$ cat src/rtl/link_pkg.sv
package link_pkg;
    localparam int BYTE_W   = 8;
    // start, start, byte, stop
    localparam int FRAME_W  = BYTE_W + 3;
    localparam int ACK_W    = 2;
    localparam int REM_W    = $clog2(FRAME_W);

    typedef enum logic [2:0] {
        TX_IDLE,
        TX_FETCH,
        TX_LOAD,
        TX_SEND,
        TX_WAIT
    } tx_state_e;

    typedef enum logic [1:0] {
        RX_IDLE,
        RX_KIND,
        RX_DATA,
        RX_STOP
    } rx_state_e;
endpackage

$ cat src/rtl/link_line_tx.sv
// Output wire serializer: sends data frames and ack frames, one bit per cycle.
module link_line_tx
    import link_pkg::*;
(
    input  logic              clk,
    input  logic              rst_n,
    input  logic              data_req,
    input  logic [BYTE_W-1:0] data_byte,
    output logic              data_take,
    input  logic              ack_req,
    output logic              line_out
);
    typedef struct packed {
        logic               busy;
        logic [REM_W-1:0]   rem;
        logic [FRAME_W-1:0] sh;
        logic               line;
        logic               ack_pend;
    } ser_t;

    localparam logic [REM_W-1:0]   DATA_LAST = REM_W'(FRAME_W - 1);
    localparam logic [REM_W-1:0]   ACK_LAST  = REM_W'(ACK_W - 1);
    localparam logic [REM_W-1:0]   REM_ONE   = REM_W'(1);
    // ack bits LSB first: 1 then 0
    localparam logic [FRAME_W-1:0] ACK_FRAME = FRAME_W'(2'b01);

    ser_t q, d;
    logic free;
    logic want_ack;
    logic [FRAME_W-1:0] frame;

    always_comb begin
        d         = q;
        data_take = 1'b0;
        frame     = {1'b0, data_byte, 2'b11};
        free      = !q.busy || (q.rem == '0);
        want_ack  = q.ack_pend || ack_req;
        d.ack_pend = q.ack_pend || ack_req;
        if (!free) begin
            d.line = q.sh[0];
            d.sh   = q.sh >> 1;
            d.rem  = q.rem - REM_ONE;
        end else if (want_ack) begin
            d.line     = ACK_FRAME[0];
            d.sh       = ACK_FRAME >> 1;
            d.rem      = ACK_LAST;
            d.busy     = 1'b1;
            d.ack_pend = 1'b0;
        end else if (data_req) begin
            d.line    = frame[0];
            d.sh      = frame >> 1;
            d.rem     = DATA_LAST;
            d.busy    = 1'b1;
            data_take = 1'b1;
        end else begin
            d.line = 1'b0;
            d.busy = 1'b0;
            d.rem  = '0;
            d.sh   = '0;
        end
    end

    always_ff @(posedge clk or negedge rst_n) begin
        if (!rst_n) q <= '0;
        else        q <= d;
    end

    assign line_out = q.line;
endmodule

$ cat src/rtl/link_line_rx.sv
// Input wire decoder: tells data frames from ack frames and checks the stop bit.
module link_line_rx
    import link_pkg::*;
(
    input  logic              clk,
    input  logic              rst_n,
    input  logic              line_in,
    output logic              byte_vld,
    output logic [BYTE_W-1:0] byte_val,
    output logic              ack_seen
);
    localparam int CNT_W = $clog2(BYTE_W);
    localparam logic [CNT_W-1:0] CNT_LAST = CNT_W'(BYTE_W - 1);
    localparam logic [CNT_W-1:0] CNT_ONE  = CNT_W'(1);

    typedef struct packed {
        rx_state_e         st;
        logic [CNT_W-1:0]  cnt;
        logic [BYTE_W-1:0] sh;
        logic              vld;
        logic [BYTE_W-1:0] val;
        logic              ack;
    } des_t;

    des_t q, d;

    always_comb begin
        d     = q;
        d.vld = 1'b0;
        d.ack = 1'b0;
        unique case (q.st)
            RX_IDLE: if (line_in) d.st = RX_KIND;
            RX_KIND: begin
                if (line_in) begin
                    d.st  = RX_DATA;
                    d.cnt = '0;
                end else begin
                    d.ack = 1'b1;
                    d.st  = RX_IDLE;
                end
            end
            RX_DATA: begin
                d.sh  = {line_in, q.sh[BYTE_W-1:1]};
                d.cnt = q.cnt + CNT_ONE;
                if (q.cnt == CNT_LAST) d.st = RX_STOP;
            end
            RX_STOP: begin
                if (!line_in) begin
                    d.vld = 1'b1;
                    d.val = q.sh;
                end
                d.st = RX_IDLE;
            end
            default: d.st = RX_IDLE;
        endcase
    end

    always_ff @(posedge clk or negedge rst_n) begin
        if (!rst_n) q <= '0;
        else        q <= d;
    end

    assign byte_vld = q.vld;
    assign byte_val = q.val;
    assign ack_seen = q.ack;
endmodule

$ cat src/rtl/link_tx_ctrl.sv
// Transmit block sequencer: fetch, send, wait for ack, count down.
module link_tx_ctrl
    import link_pkg::*;
#(
    parameter int ADDR_W = 16,
    parameter int CNT_W  = 16
) (
    input  logic              clk,
    input  logic              rst_n,
    input  logic              tx_start,
    input  logic [CNT_W-1:0]  tx_count,
    input  logic [ADDR_W-1:0] tx_base,
    output logic              tx_done,
    output logic              src_rd_en,
    output logic [ADDR_W-1:0] src_addr,
    input  logic [BYTE_W-1:0] src_rd_data,
    output logic              data_req,
    output logic [BYTE_W-1:0] data_byte,
    input  logic              data_take,
    input  logic              ack_seen
);
    localparam logic [CNT_W-1:0]  CNT_ONE  = CNT_W'(1);
    localparam logic [ADDR_W-1:0] ADDR_ONE = ADDR_W'(1);

    typedef struct packed {
        tx_state_e         st;
        logic [CNT_W-1:0]  cnt;
        logic [ADDR_W-1:0] ptr;
        logic [BYTE_W-1:0] hold;
        logic              done;
    } txc_t;

    txc_t q, d;

    always_comb begin
        d = q;
        unique case (q.st)
            TX_IDLE: begin
                if (tx_start) begin
                    if (tx_count == '0) begin
                        d.done = 1'b1;
                    end else begin
                        d.done = 1'b0;
                        d.cnt  = tx_count;
                        d.ptr  = tx_base;
                        d.st   = TX_FETCH;
                    end
                end
            end
            TX_FETCH: d.st = TX_LOAD;
            TX_LOAD: begin
                d.hold = src_rd_data;
                d.st   = TX_SEND;
            end
            TX_SEND: if (data_take) d.st = TX_WAIT;
            TX_WAIT: begin
                if (ack_seen) begin
                    d.cnt = q.cnt - CNT_ONE;
                    d.ptr = q.ptr + ADDR_ONE;
                    if (q.cnt == CNT_ONE) begin
                        d.done = 1'b1;
                        d.st   = TX_IDLE;
                    end else begin
                        d.st = TX_FETCH;
                    end
                end
            end
            default: d.st = TX_IDLE;
        endcase
    end

    always_ff @(posedge clk or negedge rst_n) begin
        if (!rst_n) q <= '0;
        else        q <= d;
    end

    assign tx_done   = q.done;
    assign src_rd_en = (q.st == TX_FETCH);
    assign src_addr  = q.ptr;
    assign data_req  = (q.st == TX_SEND);
    assign data_byte = q.hold;
endmodule

$ cat src/rtl/link_rx_ctrl.sv
// Receive block store: writes good bytes in order and asks for an ack for each.
module link_rx_ctrl
    import link_pkg::*;
#(
    parameter int ADDR_W = 16,
    parameter int CNT_W  = 16
) (
    input  logic              clk,
    input  logic              rst_n,
    input  logic              rx_start,
    input  logic [CNT_W-1:0]  rx_count,
    input  logic [ADDR_W-1:0] rx_base,
    output logic              rx_done,
    input  logic              byte_vld,
    input  logic [BYTE_W-1:0] byte_val,
    output logic              dst_we,
    output logic [ADDR_W-1:0] dst_addr,
    output logic [BYTE_W-1:0] dst_wdata,
    output logic              ack_req
);
    localparam logic [CNT_W-1:0]  CNT_ONE  = CNT_W'(1);
    localparam logic [ADDR_W-1:0] ADDR_ONE = ADDR_W'(1);

    typedef struct packed {
        logic [CNT_W-1:0]  cnt;
        logic [ADDR_W-1:0] ptr;
        logic              done;
        logic              we;
        logic [ADDR_W-1:0] addr;
        logic [BYTE_W-1:0] wdata;
        logic              ack;
    } rxc_t;

    rxc_t q, d;

    always_comb begin
        d     = q;
        d.we  = 1'b0;
        d.ack = 1'b0;
        if (rx_start) begin
            d.cnt  = rx_count;
            d.ptr  = rx_base;
            d.done = (rx_count == '0);
        end else if (byte_vld && (q.cnt != '0)) begin
            d.we    = 1'b1;
            d.addr  = q.ptr;
            d.wdata = byte_val;
            d.ptr   = q.ptr + ADDR_ONE;
            d.cnt   = q.cnt - CNT_ONE;
            d.ack   = 1'b1;
            d.done  = (q.cnt == CNT_ONE);
        end
    end

    always_ff @(posedge clk or negedge rst_n) begin
        if (!rst_n) q <= '0;
        else        q <= d;
    end

    assign rx_done   = q.done;
    assign dst_we    = q.we;
    assign dst_addr  = q.addr;
    assign dst_wdata = q.wdata;
    assign ack_req   = q.ack;
endmodule

$ cat src/rtl/link_endpoint.sv
module link_endpoint
    import link_pkg::*;
#(
    parameter int ADDR_W = 16,
    parameter int CNT_W  = 16
) (
    input  logic              clk,
    input  logic              rst_n,
    output logic              line_out,
    input  logic              line_in,
    input  logic              tx_start,
    input  logic [CNT_W-1:0]  tx_count,
    input  logic [ADDR_W-1:0] tx_base,
    output logic              tx_done,
    output logic              src_rd_en,
    output logic [ADDR_W-1:0] src_addr,
    input  logic [7:0]        src_rd_data,
    input  logic              rx_start,
    input  logic [CNT_W-1:0]  rx_count,
    input  logic [ADDR_W-1:0] rx_base,
    output logic              rx_done,
    output logic              dst_we,
    output logic [ADDR_W-1:0] dst_addr,
    output logic [7:0]        dst_wdata
);
    logic              data_req;
    logic [BYTE_W-1:0] data_byte;
    logic              data_take;
    logic              ack_req;
    logic              in_vld;
    logic [BYTE_W-1:0] in_byte;
    logic              in_ack;

    link_tx_ctrl #(.ADDR_W(ADDR_W), .CNT_W(CNT_W)) u_txc (
        .clk         (clk),
        .rst_n       (rst_n),
        .tx_start    (tx_start),
        .tx_count    (tx_count),
        .tx_base     (tx_base),
        .tx_done     (tx_done),
        .src_rd_en   (src_rd_en),
        .src_addr    (src_addr),
        .src_rd_data (src_rd_data),
        .data_req    (data_req),
        .data_byte   (data_byte),
        .data_take   (data_take),
        .ack_seen    (in_ack)
    );

    link_line_tx u_ser (
        .clk       (clk),
        .rst_n     (rst_n),
        .data_req  (data_req),
        .data_byte (data_byte),
        .data_take (data_take),
        .ack_req   (ack_req),
        .line_out  (line_out)
    );

    link_line_rx u_des (
        .clk      (clk),
        .rst_n    (rst_n),
        .line_in  (line_in),
        .byte_vld (in_vld),
        .byte_val (in_byte),
        .ack_seen (in_ack)
    );

    link_rx_ctrl #(.ADDR_W(ADDR_W), .CNT_W(CNT_W)) u_rxc (
        .clk       (clk),
        .rst_n     (rst_n),
        .rx_start  (rx_start),
        .rx_count  (rx_count),
        .rx_base   (rx_base),
        .rx_done   (rx_done),
        .byte_vld  (in_vld),
        .byte_val  (in_byte),
        .dst_we    (dst_we),
        .dst_addr  (dst_addr),
        .dst_wdata (dst_wdata),
        .ack_req   (ack_req)
    );
endmodule

$ cat config.mk
export PLATFORM = sky130hd
export DESIGN_NAME = link_endpoint
export DESIGN_NICKNAME = d
export VERILOG_FILES = /design/src/rtl/link_pkg.sv /design/src/rtl/link_line_tx.sv /design/src/rtl/link_line_rx.sv /design/src/rtl/link_tx_ctrl.sv /design/src/rtl/link_rx_ctrl.sv /design/src/rtl/link_endpoint.sv
export SDC_FILE = /design/constraint.sdc
export NUM_CORES = 1
export LEC_CHECK = 0
export CAP_MARGIN = 20
export CORE_MARGIN = 10
export CORE_UTILIZATION = 35
export DETAILED_ROUTE_END_ITERATION = 16
export GPL_ROUTABILITY_DRIVEN = 0
export PLACE_DENSITY = 0.57
export SETUP_SLACK_MARGIN = 0.02
export SLEW_MARGIN = 20
export SYNTH_ARGS = -nofsm -noshare
export SYNTH_HDL_FRONTEND = slang
export SYNTH_SLANG_ARGS = --single-unit
$ cat constraint.sdc
create_clock -name clk -period 5.9 [get_ports clk]
set_clock_uncertainty 0.05 [all_clocks]
set_input_delay 0.59 -clock clk [delete_from_list [all_inputs] [get_ports clk]]
set_output_delay 0.59 -clock clk [all_outputs]
set_load 0.1 [all_outputs]
* Yosys cells after proc, flatten, opt, wreduce, memory -nomap -nowiden *
Index checks and enable logic that the tools add are counted.

cells by class
  bitwise operators = 2
  reduce and logical (&&, ||, !) cells = 20
  equality and inequality tests = 18
  multiplexer cells = 32
  add/sub/neg operators = 6

operators by type and width
  cell                                                   number
  two-way mux 35 bit                                     3
  one-hot mux 32 bit (2 select lines)                    1
  two-way mux 59 bit                                     1
  two-way mux 17 bit                                     2
  two-way mux 33 bit                                     1
  adder 16 x 1 -> 16 bit, second input constant          2
  == test 16 x 1 -> 1 bit, second input constant         2
  logical NOT 16 bit                                     2
  subtractor 16 x 1 -> 16 bit, second input constant     2
  two-way mux 26 bit                                     1
  two-way mux 9 bit                                      2
  two-way mux 16 bit                                     1
  nonzero test 16 bit                                    1
  one-hot mux 3 bit (5 select lines)                     1
  AND reduction 4 bit                                    3
  two-way mux 1 bit                                      11
  inequality test 2 x 1 -> 1 bit, second input constant  4
  inequality test 2 bit, second input constant           4
  one-hot mux 2 bit (4 select lines)                     1
  AND reduction 2 bit                                    4
  == test 3 x 2 -> 1 bit, second input constant          2
  == test 3 bit, second input constant                   2
  two-way mux 2 bit                                      3
  two-way mux 3 bit                                      2
  15 further kinds                                       20

storage, ports and cells
  input bits = 77
  register bits = 144
  output and inout port bits = 45
  logic and storage cells = 101

* Logic depth before layout (Yosys ltp) *
Gate-level depths: netlist of the first run.

  depth in word-level cells = 6
  mapped depth = 9
  gate-level depth less buffers = 8

* Hierarchy *
From an unflattened synthesis of the first run, not the netlist that was laid out.

unflattened totals
  cell total of the unflattened synthesis = 781
  area total of the unflattened synthesis = 7857.5 sq um

by module, submodules not included
  module        instances  sequential area each (sq um)  area an instance (sq um)  cells an instance
  link_rx_ctrl  1          1451.4                        3409.5                    327
  link_tx_ctrl  1          1101.1                        2692.6                    318
  link_line_rx  1          575.6                         1006.0                    70
  link_line_tx  1          400.4                         749.5                     66

* Least setup slack after synthesis of the first run *
Ideal clock, no wire load.

  kind = register -> output
  start = reg u_txc.q[43] in the netlist's numbering
  end = out src_rd_en
  path buffers = 1
  arrival time = 2.840 ns
  path slack = 2.420 ns
  stages on the path, launching flop included = 3
  required time = 5.260 ns
  path through = dfrtp_1 -> clkbuf_1 -> nor3b_1

between the ends
  word-level cells in the longest chain between the ends = 1

RTL lines
  what                    RTL line             RTL
  from (decl)             link_tx_ctrl.sv:33   txc_t q, d;
  from (signal assigned)  link_tx_ctrl.sv:73   if (!rst_n) q <= '0;
  from (signal assigned)  link_tx_ctrl.sv:74   else q <= d;
  == test 3 x 1 -> 1 bit  link_tx_ctrl.sv:78   assign src_rd_en = (q.st == TX_FETCH);
  to (decl)               link_endpoint.sv:15  output logic src_rd_en,

Every way passes these cells.

* Final worst setup path of the first run *
Same ends and word-level chain as after synthesis.

==> flow_summary.json, run 1 <==
{
  "synth_top_area_share_pct": 48.5,
  "dpl.hpwl_um": 12900,
  "synth-simple-area-share_pct": 20.1,
  "postSynthAreaPerCell_um2": 9.84,
  "maxCapViolations": 0,
  "grt_pass1_wl_um": 29200,
  "post_cts_buffers": 0,
  "die_w_um": 164,
  "initial_core_util_pct": 35.8,
  "min_period_over_period_pct": 53.5,
  "die_y_um": 164,
  "ctsResizeCount": 0,
  "cts-root-buf": "clkbuf_16",
  "synth.cell_area_um2": 7280,
  "async_reset_ff_share_pct": 100,
  "synth_edf_count": 0,
  "seq_area_frac_synth_pct": 48.5,
  "r2r_cells": 8,
  "cts_hold_buf": 0,
  "cts_made_buffers": 17,
  "yosysWarnings": 0,
  "crit_arrival_ns": 2.52,
  "synthFlopType": "dfrtp_1",
  "clock_latency_ns": 0.42,
  "total_leakage_power_nw": 3.73,
  "fin_cells": 1094,
  "synthAdderAreaFrac_pct": 1.89,
  "switchingPower_mw": 2.21,
  "grt_pass1_vias": 5508,
  "p_sw_share_pct": 46.4,
  "synth_nets": 828,
  "cts_sinks": 141,
  "cts-htree-levels": 4,
  "finalSetupViolations": 0,
  "yosysTopAreaCell": "dfrtp_1",
  "layout_common_cells": "dfrtp_1 (141), nand2_1 (119), clkdlybuf4s50_1 (119), o21ai_0 (45), nor2_1 (44)",
  "synth_top_family_by_area": "simple AND/OR/NAND/NOR gates",
  "synth-xor-area-share_pct": 3.61,
  "combinationalPowerShare_pct": 44.0,
  "grt-ovfl-total": 0,
  "synth_compound_area_share_pct": 11.9,
  "grtUsageTotal_pct": 13.6,
  "startpoint_type": "register",
  "avgRoutedWirePerCell_um": 16.3,
  "vias_per_cell": 5.08,
  "criticalPathCategory": "register to output port",
  "via_count": 5562,
  "drive_above_1_share_pct": 8.98,
  "yosysUniqueCellTypes": 72,
  "drt_iter0_drc": 364,
  "end_kind": "output port",
  "cp_max_fo": 14,
  "num_rows": 52,
  "ant_nets": 0,
  "max_slew_margin_pct": 29.9,
  "worstMarginPinSlew_ns": 1.05,
  "required_ns": 5.26,
  "power_density_nw_per_um2": 529,
  "synthCells": 740,
  "grt_antenna_before_repair": 0,
  "fin_hold_ws_ns": 0.209,
  "layout_commonest_cell": "dfrtp_1",
  "final-max-slew-violation-count": 0,
  "area_delta_synth_final_pct": 23.6,
  "finalCriticalPeriod_ns": 3.16,
  "pin_count": 122,
  "remaining_drc_errors": 0,
  "cts_tree": "built",
  "placedCellCount": 1063,
  "core_um2": 20400,
  "rsz0062_at_grt": "false",
  "drt_pass1_iterations": 5,
  "diodes": 0,
  "hold_violations": 0,
  "die_area_um2": 27000,
  "p_clk_share_pct": 22.0,
  "p_seq_share_pct": 34.0,
  "status": "finished, final reports clean",
  "fmax_ghz": 0.317,
  "cts_buffer_depth": 2,
  "io_buffer_count": 121,
  "synthMuxAreaShare_pct": 7.08,
  "utilization_pct": 44.2,
  "nets": 900,
  "finalPower_mw": 4.76,
  "synth_seq_cells": 141,
  "grt_max_degree": 93,
  "ir_drop_v": 0.000212,
  "fin_tns_setup_ns": 0,
  "hp-class": "input port to asynchronous set/reset pin",
  "path_clk_slew_ns": 0.06,
  "yosys-top-cells-area": "dfrtp_1 (48%), nand2_1 (6.1%), buf_4 (4.3%)",
  "intPower_mw": 2.55,
  "routed_wl_um": 17800
}
-- area by class of cell --
| type | instances | area (um2) |
|---|---|---|
| Clock inverter | 13 | 143 |
| Inverter | 15 | 58.8 |
| Fill cell | 1951 | 11400 |
| Tap cell | 270 | 338 |
| Clock buffer | 18 | 429 |
| Timing Repair Buffer | 127 | 1250 |
| Sequential cell | 141 | 3530 |
| Multi-Input combinational cell | 510 | 3250 |
-- final timing paths --
path / startpoint / endpoint / slack (ns)
max reg2reg: u_rxc.q[43] / u_rxc.dst_wdata[4] / 2.95
min: rst_n / u_txc.q[28] / 0.21
max: u_txc.q[43] / src_rd_en / 2.74
min in group clk: u_ser.q[3] / u_ser.q[2] / 0.40
max in group asynchronous: rst_n / u_des.byte_val[6] / 4.41
min reg2reg: u_ser.q[3] / u_ser.q[2] / 0.40
-- worst max-delay path: stages (launching register included) --
cell             delay, ns
dfrtp_1               0.55
nor3b_1               0.35
clkdlybuf4s50_1       1.20
-- layer usage --
metal	global-route usage, %	up-vias	wire length (um)
met4	4.47	0	243
met5	0	-	0
li1	-	2726	-
met1	17.1	2682	8080
met3	3.50	20	934
met2	22.1	134	8570
-- power groups by stage --
| stage | logic (mW) | registers, mW | clock network [mW] |
|---|---|---|---|
| after CTS | 2.12 | 1.62 | 1.08 |
| after global placement | 2.10 | 1.63 | 0 |
| after floorplan | 1.78 | 1.58 | 0 |
| after detailed placement | 2.11 | 1.64 | 0 |
| after global routing | 2.23 | 1.68 | 1.12 |
| final | 2.09 | 1.62 | 1.05 |
-- Yosys cell counts (15+ instances only) --
master and number:
mux2_1 17, nor4_1 16, nor3_1 18, nand2_1 119, clkbuf_1 25, dfrtp_1 141, mux2_2 15, a21oi_1 35
nand3_1 26, buf_4 42, o21ai_0 45, xor2_1 16, nor2_1 44
-- per-stage QoR --
stage,setup slack (ns),area (um2)
after floorplan,2.42,7280
after global placement,2.66,8430
after detailed placement,2.62,8430
after CTS,2.70,9000
after global routing,2.61,9000
final,2.74,9000
-- logic make-up after synthesis --
family / after synthesis
xor gates and xnor gates: 30
AOI/OAI and AO/OA: 141
DFF: 141
and+or+nand+nor: 284
muxes: 44
buffers and inverters: 89
adders and majority gates: 11
-- registers in the layout, summed over array words and instances (netlist names), 12 cells and up, named ones only --
signal,cells
u_ser.q,15
u_rxc.q,32
u_des.q,12
u_txc.src_addr,16
u_txc.q,19
u_rxc.dst_addr,16
(Power assumes the default switching activity.)
==> inputs of run 2 (changes only) <==
--- a/config.mk
+++ b/config.mk
@@ -10,7 +10,7 @@
 export CORE_UTILIZATION = 35
 export DETAILED_ROUTE_END_ITERATION = 16
 export GPL_ROUTABILITY_DRIVEN = 0
-export PLACE_DENSITY = 0.57
+export PLACE_DENSITY = 0.6
 export SETUP_SLACK_MARGIN = 0.02
 export SLEW_MARGIN = 20
 export SYNTH_ARGS = -nofsm -noshare
==> constraint.sdc (replaced) <==
create_clock -name clk -period 2.75 [get_ports clk]
set_clock_uncertainty 0.05 [all_clocks]
set_input_delay 0.275 -clock clk [delete_from_list [all_inputs] [get_ports clk]]
set_output_delay 0.275 -clock clk [all_outputs]
set_load 0.1 [all_outputs]
==> run 2 against run 1 <==
- combinational power is 110% higher
- critical path type is now register to register
- global-route usage is 0.12 points lower
- wire length is 0.74% lower
- count of clock-buffer cells in the layout is 1 lower
- critical path depth is 6 higher
- core utilization is 0.23 points higher
- final cell count is 1.5% higher
- non-clock buffer count is 15 higher
- flip-flop and latch count stayed put
- critical endpoint is now u_rxc.q[57]
- largest power group unchanged
- register-to-register slack worse by 2.6 ns
- sequential share of layout area is 0.21 points lower
==> flow_summary.json, run 2 (same netlist as run 1, synthesis figures left out) <==
{
  "status": "finished, final reports clean",
  "grt_max_degree": 73,
  "layout_commonest_cell": "dfrtp_1",
  "ant_nets": 0,
  "cts_tree": "built",
  "worstMarginPinSlew_ns": 0.905,
  "path_clk_slew_ns": 0.06,
  "initial_core_util_pct": 35.8,
  "cts_made_buffers": 17,
  "io_buffer_count": 121,
  "power_density_nw_per_um2": 1130,
  "finalSetupViolations": 0,
  "remaining_drc_errors": 0,
  "grt-ovfl-total": 0,
  "cts_buffer_depth": 2,
  "vias_per_cell": 5.01,
  "clock_latency_ns": 0.42,
  "die_area_um2": 27000,
  "cp_max_fo": 3,
  "required_ns": 3.01,
  "cts_sinks": 141,
  "path_buf_inv": 2,
  "ir_drop_v": 0.000446,
  "dpl.hpwl_um": 13000,
  "grt_pass1_vias": 5603,
  "grt_antenna_before_repair": 0,
  "avgRoutedWirePerCell_um": 15.9,
  "hp-class": "input port to register",
  "largest_register_ffs": 32,
  "cts-htree-levels": 4,
  "max_slew_margin_pct": 39.5,
  "layout_common_cells": "dfrtp_1 (141), nand2_1 (119), clkdlybuf4s50_1 (74), buf_4 (63), o21ai_0 (45)",
  "via_count": 5556,
  "cp_top_family": "simple AND/OR/NAND/NOR gates",
  "die_y_um": 164,
  "postLayoutCellArea_um2": 9050,
  "grt_pass1_wl_um": 29200,
  "maxCapViolations": 0,
  "fmax_ghz": 0.421,
  "core_um2": 20400,
  "rsz0062_at_grt": "false",
  "drt_iter0_drc": 340,
  "routed_wl_um": 17700,
  "end_kind": "register",
  "total_leakage_power_nw": 3.87,
  "crit_slowest_cell": "or4bb_1",
  "path_cells": "inv_1 -> ha_1 -> or4bb_1 -> nor4_1 -> buf_4 -> nand3_1 -> xnor2_1 -> mux2_2",
  "placed_area_um2": 8450,
  "largest_register": "u_rxc.q",
  "die_w_um": 164,
  "pin_count": 122,
  "post_cts_buffers": 0,
  "crit_arrival_ns": 2.63,
  "largestRegisters": "u_rxc.q: 32 flops, u_txc.q: 19 flops",
  "min_period_over_period_pct": 86.4,
  "area_delta_synth_final_pct": 24.3,
  "nets": 915,
  "drt_pass1_iterations": 5,
  "final-max-slew-violation-count": 0,
  "num_rows": 52,
  "finalCriticalPeriod_ns": 2.38,
  "cts-root-buf": "clkbuf_16",
  "startpoint_type": "register",
  "criticalPathCategory": "register to register",
  "diodes": 0,
  "crit_path_max_incr_delay_ns": 0.53,
  "drive_above_1_share_pct": 16.1,
  "hold_violations": 0,
  "grtUsageTotal_pct": 13.4,
  "fin_hold_ws_ns": 0.347,
  "fin_tns_setup_ns": 0
}
[run 2: timing repair]
action,in CTS,in global routing
gates resized for setup,0,0
endpoints found under the hold margin,67,0
hold buffers,1,0
[run 2: layout make-up]
| type | instances | area, um2 |
|---|---|---|
| sequential | 141 | 3530 |
| clock buffer | 17 | 425 |
| tap | 270 | 338 |
| fill | 1994 | 11300 |
| clock inverter | 15 | 163 |
| multi-input combinational | 510 | 3260 |
| timing repair buffer | 142 | 1280 |
| inverter | 15 | 58.8 |
[run 2: final timing paths]
kind	from	endpoint	slack, ns	cells after the start
setup / recovery	u_rxc.q[43]	u_rxc.q[57]	0.37	8
hold / removal	rx_base[9]	u_rxc.q[36]	0.35	3
setup reg to reg	u_rxc.q[43]	u_rxc.q[57]	0.37	8
hold reg to reg	u_ser.q[2]	u_ser.line_out	0.42	1
max in group asynchronous	rst_n	u_ser.q[13]	1.54	3
min in group asynchronous	rst_n	u_txc.src_addr[2]	0.38	2
[run 2: per-layer routing]
layer	part of all wire (%)	global-route usage, %
met1	46	17.1
met2	47	21.7
met3	5.3	3.58
met4	0.97	4.14
met5	0	0
[run 2: worst reg2reg max path, stage by stage, from the launching register on]
cell,delay [ns]
dfrtp_1,0.40
inv_1,0.12
ha_1,0.23
or4bb_1,0.53
nor4_1,0.25
buf_4,0.18
nand3_1,0.09
xnor2_1,0.17
mux2_2,0.26
[run 2: per-stage QoR]
stage,utilization [%],total power [mW],setup slack (ns),cells
after floorplan,-,7.22,0.573,740
after global placement,41.5,7.96,0.332,1077
after detailed placement,41.5,8.01,0.274,1077
after CTS,44.4,10.3,0.367,1110
after global routing,44.4,10.8,0.230,1110
final,44.4,10.2,0.374,1110
[run 2: power by group]
| part | switching [mW] | internal, mW |
|---|---|---|
| clock | 0.930 | 1.35 |
| sequential | 0.655 | 2.81 |
| combinational | 3.17 | 1.29 |
==> inputs of run 3 (changes only) <==
--- a/config.mk
+++ b/config.mk
@@ -5,12 +5,13 @@
 export SDC_FILE = /design/constraint.sdc
 export NUM_CORES = 1
 export LEC_CHECK = 0
+export ABC_AREA = 1
 export CAP_MARGIN = 20
 export CORE_MARGIN = 10
 export CORE_UTILIZATION = 35
 export DETAILED_ROUTE_END_ITERATION = 16
 export GPL_ROUTABILITY_DRIVEN = 0
-export PLACE_DENSITY = 0.6
+export PLACE_DENSITY = 0.59
 export SETUP_SLACK_MARGIN = 0.02
 export SLEW_MARGIN = 20
 export SYNTH_ARGS = -nofsm -noshare
==> run 3 against run 2 <==
- count of clock-buffer cells in the layout did not move
- clock power rose by 3%
- first-iteration DRC count rose by 13%
- critical path depth did not move
- synthesized area rose by 8.6%
- synthesized cell count rose by 45%
- register-to-register slack improved by 0.33 ns
- combinational power rose by 16%
- flip-flop and latch count did not move
- largest cell class is now multi-input combinational cells
- highest routed layer unchanged
- sequential power rose by 1%
- setup slack improved by 0.33 ns
- via count rose by 24%
==> flow_summary.json, run 3 <==
{
  "synth_nets": 1163,
  "avgRoutedWirePerCell_um": 14.4,
  "crit_path_max_incr_delay_ns": 0.63,
  "status": "finished, final reports clean",
  "grt_max_degree": 66,
  "synth_edf_count": 0,
  "cts-root-buf": "clkbuf_16",
  "timing.rr.end": "u_rxc.q[27]",
  "ir_drop_v": 0.000898,
  "cts_buffer_depth": 2,
  "hp-class": "input port to asynchronous set/reset pin",
  "synth_seq_cells": 141,
  "fin_tns_setup_ns": 0,
  "crit_arrival_ns": 2.36,
  "nets": 1244,
  "grt_busiest_layer": "met2",
  "final-max-slew-violation-count": 0,
  "synthFlopType": "dfrtp_1",
  "die_w_um": 170,
  "crit_cells": 8,
  "criticalPathCategory": "register to register",
  "r2r_cells": 8,
  "setup_ws_ns": 0.702,
  "vias_per_cell": 4.76,
  "endpoint": "u_rxc.q[27]",
  "die_y_um": 170,
  "postSynthAreaPerCell_um2": 7.35,
  "yosys-top-cells-area": "dfrtp_1 (45%), nand2_1 (18%), nand3_1 (7.7%)",
  "grt_pass1_wl_um": 35300,
  "cts_sinks": 141,
  "use_met3_pct": 3.47,
  "hold_violations": 0,
  "yosys-top-cells-count": "nand2_1 (373), dfrtp_1 (141), nand3_1 (122)",
  "async_reset_ff_share_pct": 100,
  "cts-htree-levels": 4,
  "seq_area_frac_synth_pct": 44.6,
  "largestRegisters": "u_rxc.q: 32 flops, u_txc.q: 19 flops",
  "io_buffer_count": 121,
  "path_clk_slew_ns": 0.06,
  "cts_tree": "built",
  "ant_nets": 0,
  "largest_register_ffs": 32,
  "dpl.hpwl_um": 15100,
  "fin_cells": 1449,
  "via_count": 6897,
  "startpoint_type": "register",
  "drt_iter0_drc": 385,
  "remaining_drc_errors": 0,
  "layout_commonest_cell": "nand2_1",
  "crit_slowest_cell": "nor2_1",
  "power_density_nw_per_um2": 1150,
  "worstMarginPinSlew_ns": 0.776,
  "max_slew_margin_pct": 48.1,
  "end_kind": "register",
  "use_met1_pct": 19.3,
  "required_ns": 3.06,
  "cts_made_buffers": 17,
  "synth.cell_area_um2": 7910,
  "grtUsageTotal_pct": 15.0,
  "drt_pass1_iterations": 4,
  "pin_count": 122,
  "synth.most_common_cell": "nand2_1",
  "rsz0062_at_grt": "false",
  "die_area_um2": 29000,
  "fmax_ghz": 0.488,
  "grt_use_met2_pct": 24.1,
  "routed_wl_um": 20900,
  "grt_pass1_vias": 7025,
  "pre_cts_ws_ns": 0.505,
  "finalCriticalPeriod_ns": 2.05,
  "critPathMostFrequentCell": "nand2_1",
  "area_delta_synth_final_pct": 21.0,
  "core_um2": 22000,
  "yosysTopAreaCell": "dfrtp_1",
  "maxCapViolations": 0,
  "yosysUniqueCellTypes": 39,
  "r2r-start": "u_rxc.q[43]",
  "finalSetupViolations": 0,
  "grt_antenna_before_repair": 0,
  "initial_core_util_pct": 35.9,
  "path_buf_inv": 1,
  "num_rows": 54,
  "post_cts_buffers": 0,
  "startpoint": "u_rxc.q[43]",
  "layout_common_cells": "nand2_1 (373), dfrtp_1 (141), nand3_1 (122), nor2_1 (121), inv_1 (82)",
  "yosysWarnings": 0,
  "min_period_over_period_pct": 74.5,
  "clock_latency_ns": 0.43,
  "cp_max_fo": 11,
  "drive_above_1_share_pct": 10.2,
  "grt-ovfl-total": 0,
  "regToRegSetupSlack_ns": 0.70,
  "diodes": 0,
  "total_leakage_power_nw": 4.67,
  "synthCells": 1075,
  "placedCellCount": 1416,
  "cp_top_family": "simple AND/OR/NAND/NOR gates",
  "path_cells": "inv_1 -> ha_1 -> nand2_1 -> nor2_2 -> a21oi_1 -> nor2_1 -> nand2_1 -> nand3_1",
  "largest_register": "u_rxc.q",
  "synth_top_area_share_pct": 44.6
}
-- run 3: changes by cell type in the layout (fill, tap and decap cells not counted), sizes merged, moves of 9 or more --
cell	previous run	this run
mux2	39	7
o22ai	11	1
inv	19	94
nor3	20	4
a22o	9	0
nor2	44	126
nor4	19	3
nand3	26	127
a21oi	35	6
nand2	120	379
-- run 3: logic make-up (layout without fill, tap and decap cells) --
family	after synthesis	in the layout	synth area share, %
adders and majority gates	11	11	1.74
DFF	141	141	44.6
xor gates and xnor gates	15	15	1.66
and+or+nand+nor	662	662	35.2
AOI/OAI and AO/OA	78	78	5.35
muxes	7	7	0.997
buffers and inverters	161	255	10.4
-- run 3: worst min path at each step --
stage / from / endpoint / cells past startpoint
after floorplan: rst_n / asynchronous set/reset pin / 0
final: rst_n / u_txc.src_addr[10] / 2
after global placement: rst_n / u_txc.src_addr[14] / 1
after CTS: src_rd_data[7] / u_txc.data_byte[7] / 3
after detailed placement: rst_n / u_txc.src_addr[10] / 1
after global routing: src_rd_data[7] / u_txc.data_byte[7] / 3
-- run 3: routing by layer --
| layer | share of wire, % | vias to the layer above | routed length, um |
|---|---|---|---|
| li1 | - | 3551 | - |
| met1 | 48 | 3181 | 9990 |
| met2 | 46 | 142 | 9540 |
| met3 | 4.5 | 23 | 934 |
| met4 | 2.1 | 0 | 443 |
| met5 | 0 | - | 0 |
-- run 3: final cells by class --
type,instances,area (um2)
Fill cell,2267,12500
Sequential cell,141,3530
Clock inverter,15,175
Clock buffer,17,425
Inverter,88,330
Timing Repair Buffer,135,1210
Tap cell,280,350
Multi-Input combinational cell,773,3550
-- run 3: repair_timing --
| action | in CTS | in global routing |
|---|---|---|
| hold buffers | 1 | 0 |
| hold endpoints to repair | 60 | 0 |
| resized for setup | 0 | 0 |
-- run 3: worst register-to-register path, cell delays in order (launching register included) --
cell     delay [ns]
dfrtp_1        0.40
inv_1          0.16
ha_1           0.17
nand2_1        0.06
nor2_2         0.14
a21oi_1        0.16
nor2_1         0.63
nand2_1        0.12
nand3_1        0.10
-- run 3: where the power goes --
part           internal (mW)  switching, mW  leakage (nW)
clock                   1.30           1.04         0.289
combinational           1.30           3.88          2.60
sequential              2.85          0.652          1.78
total                   5.45           5.57          4.67
-- run 3: through the flow --
stage          util, %  hold WS [ns]  area [um2]  total power [mW]
2_1_floorplan        -       -0.0706        7910              7.84
3_3_place_gp      40.7         0.276        8960              8.69
3_5_place_dp      40.7         0.273        8960              8.74
4_1_cts           43.4         0.358        9570              11.1
5_1_grt           43.4         0.393        9570              11.8
6_report          43.4         0.365        9570              11.0
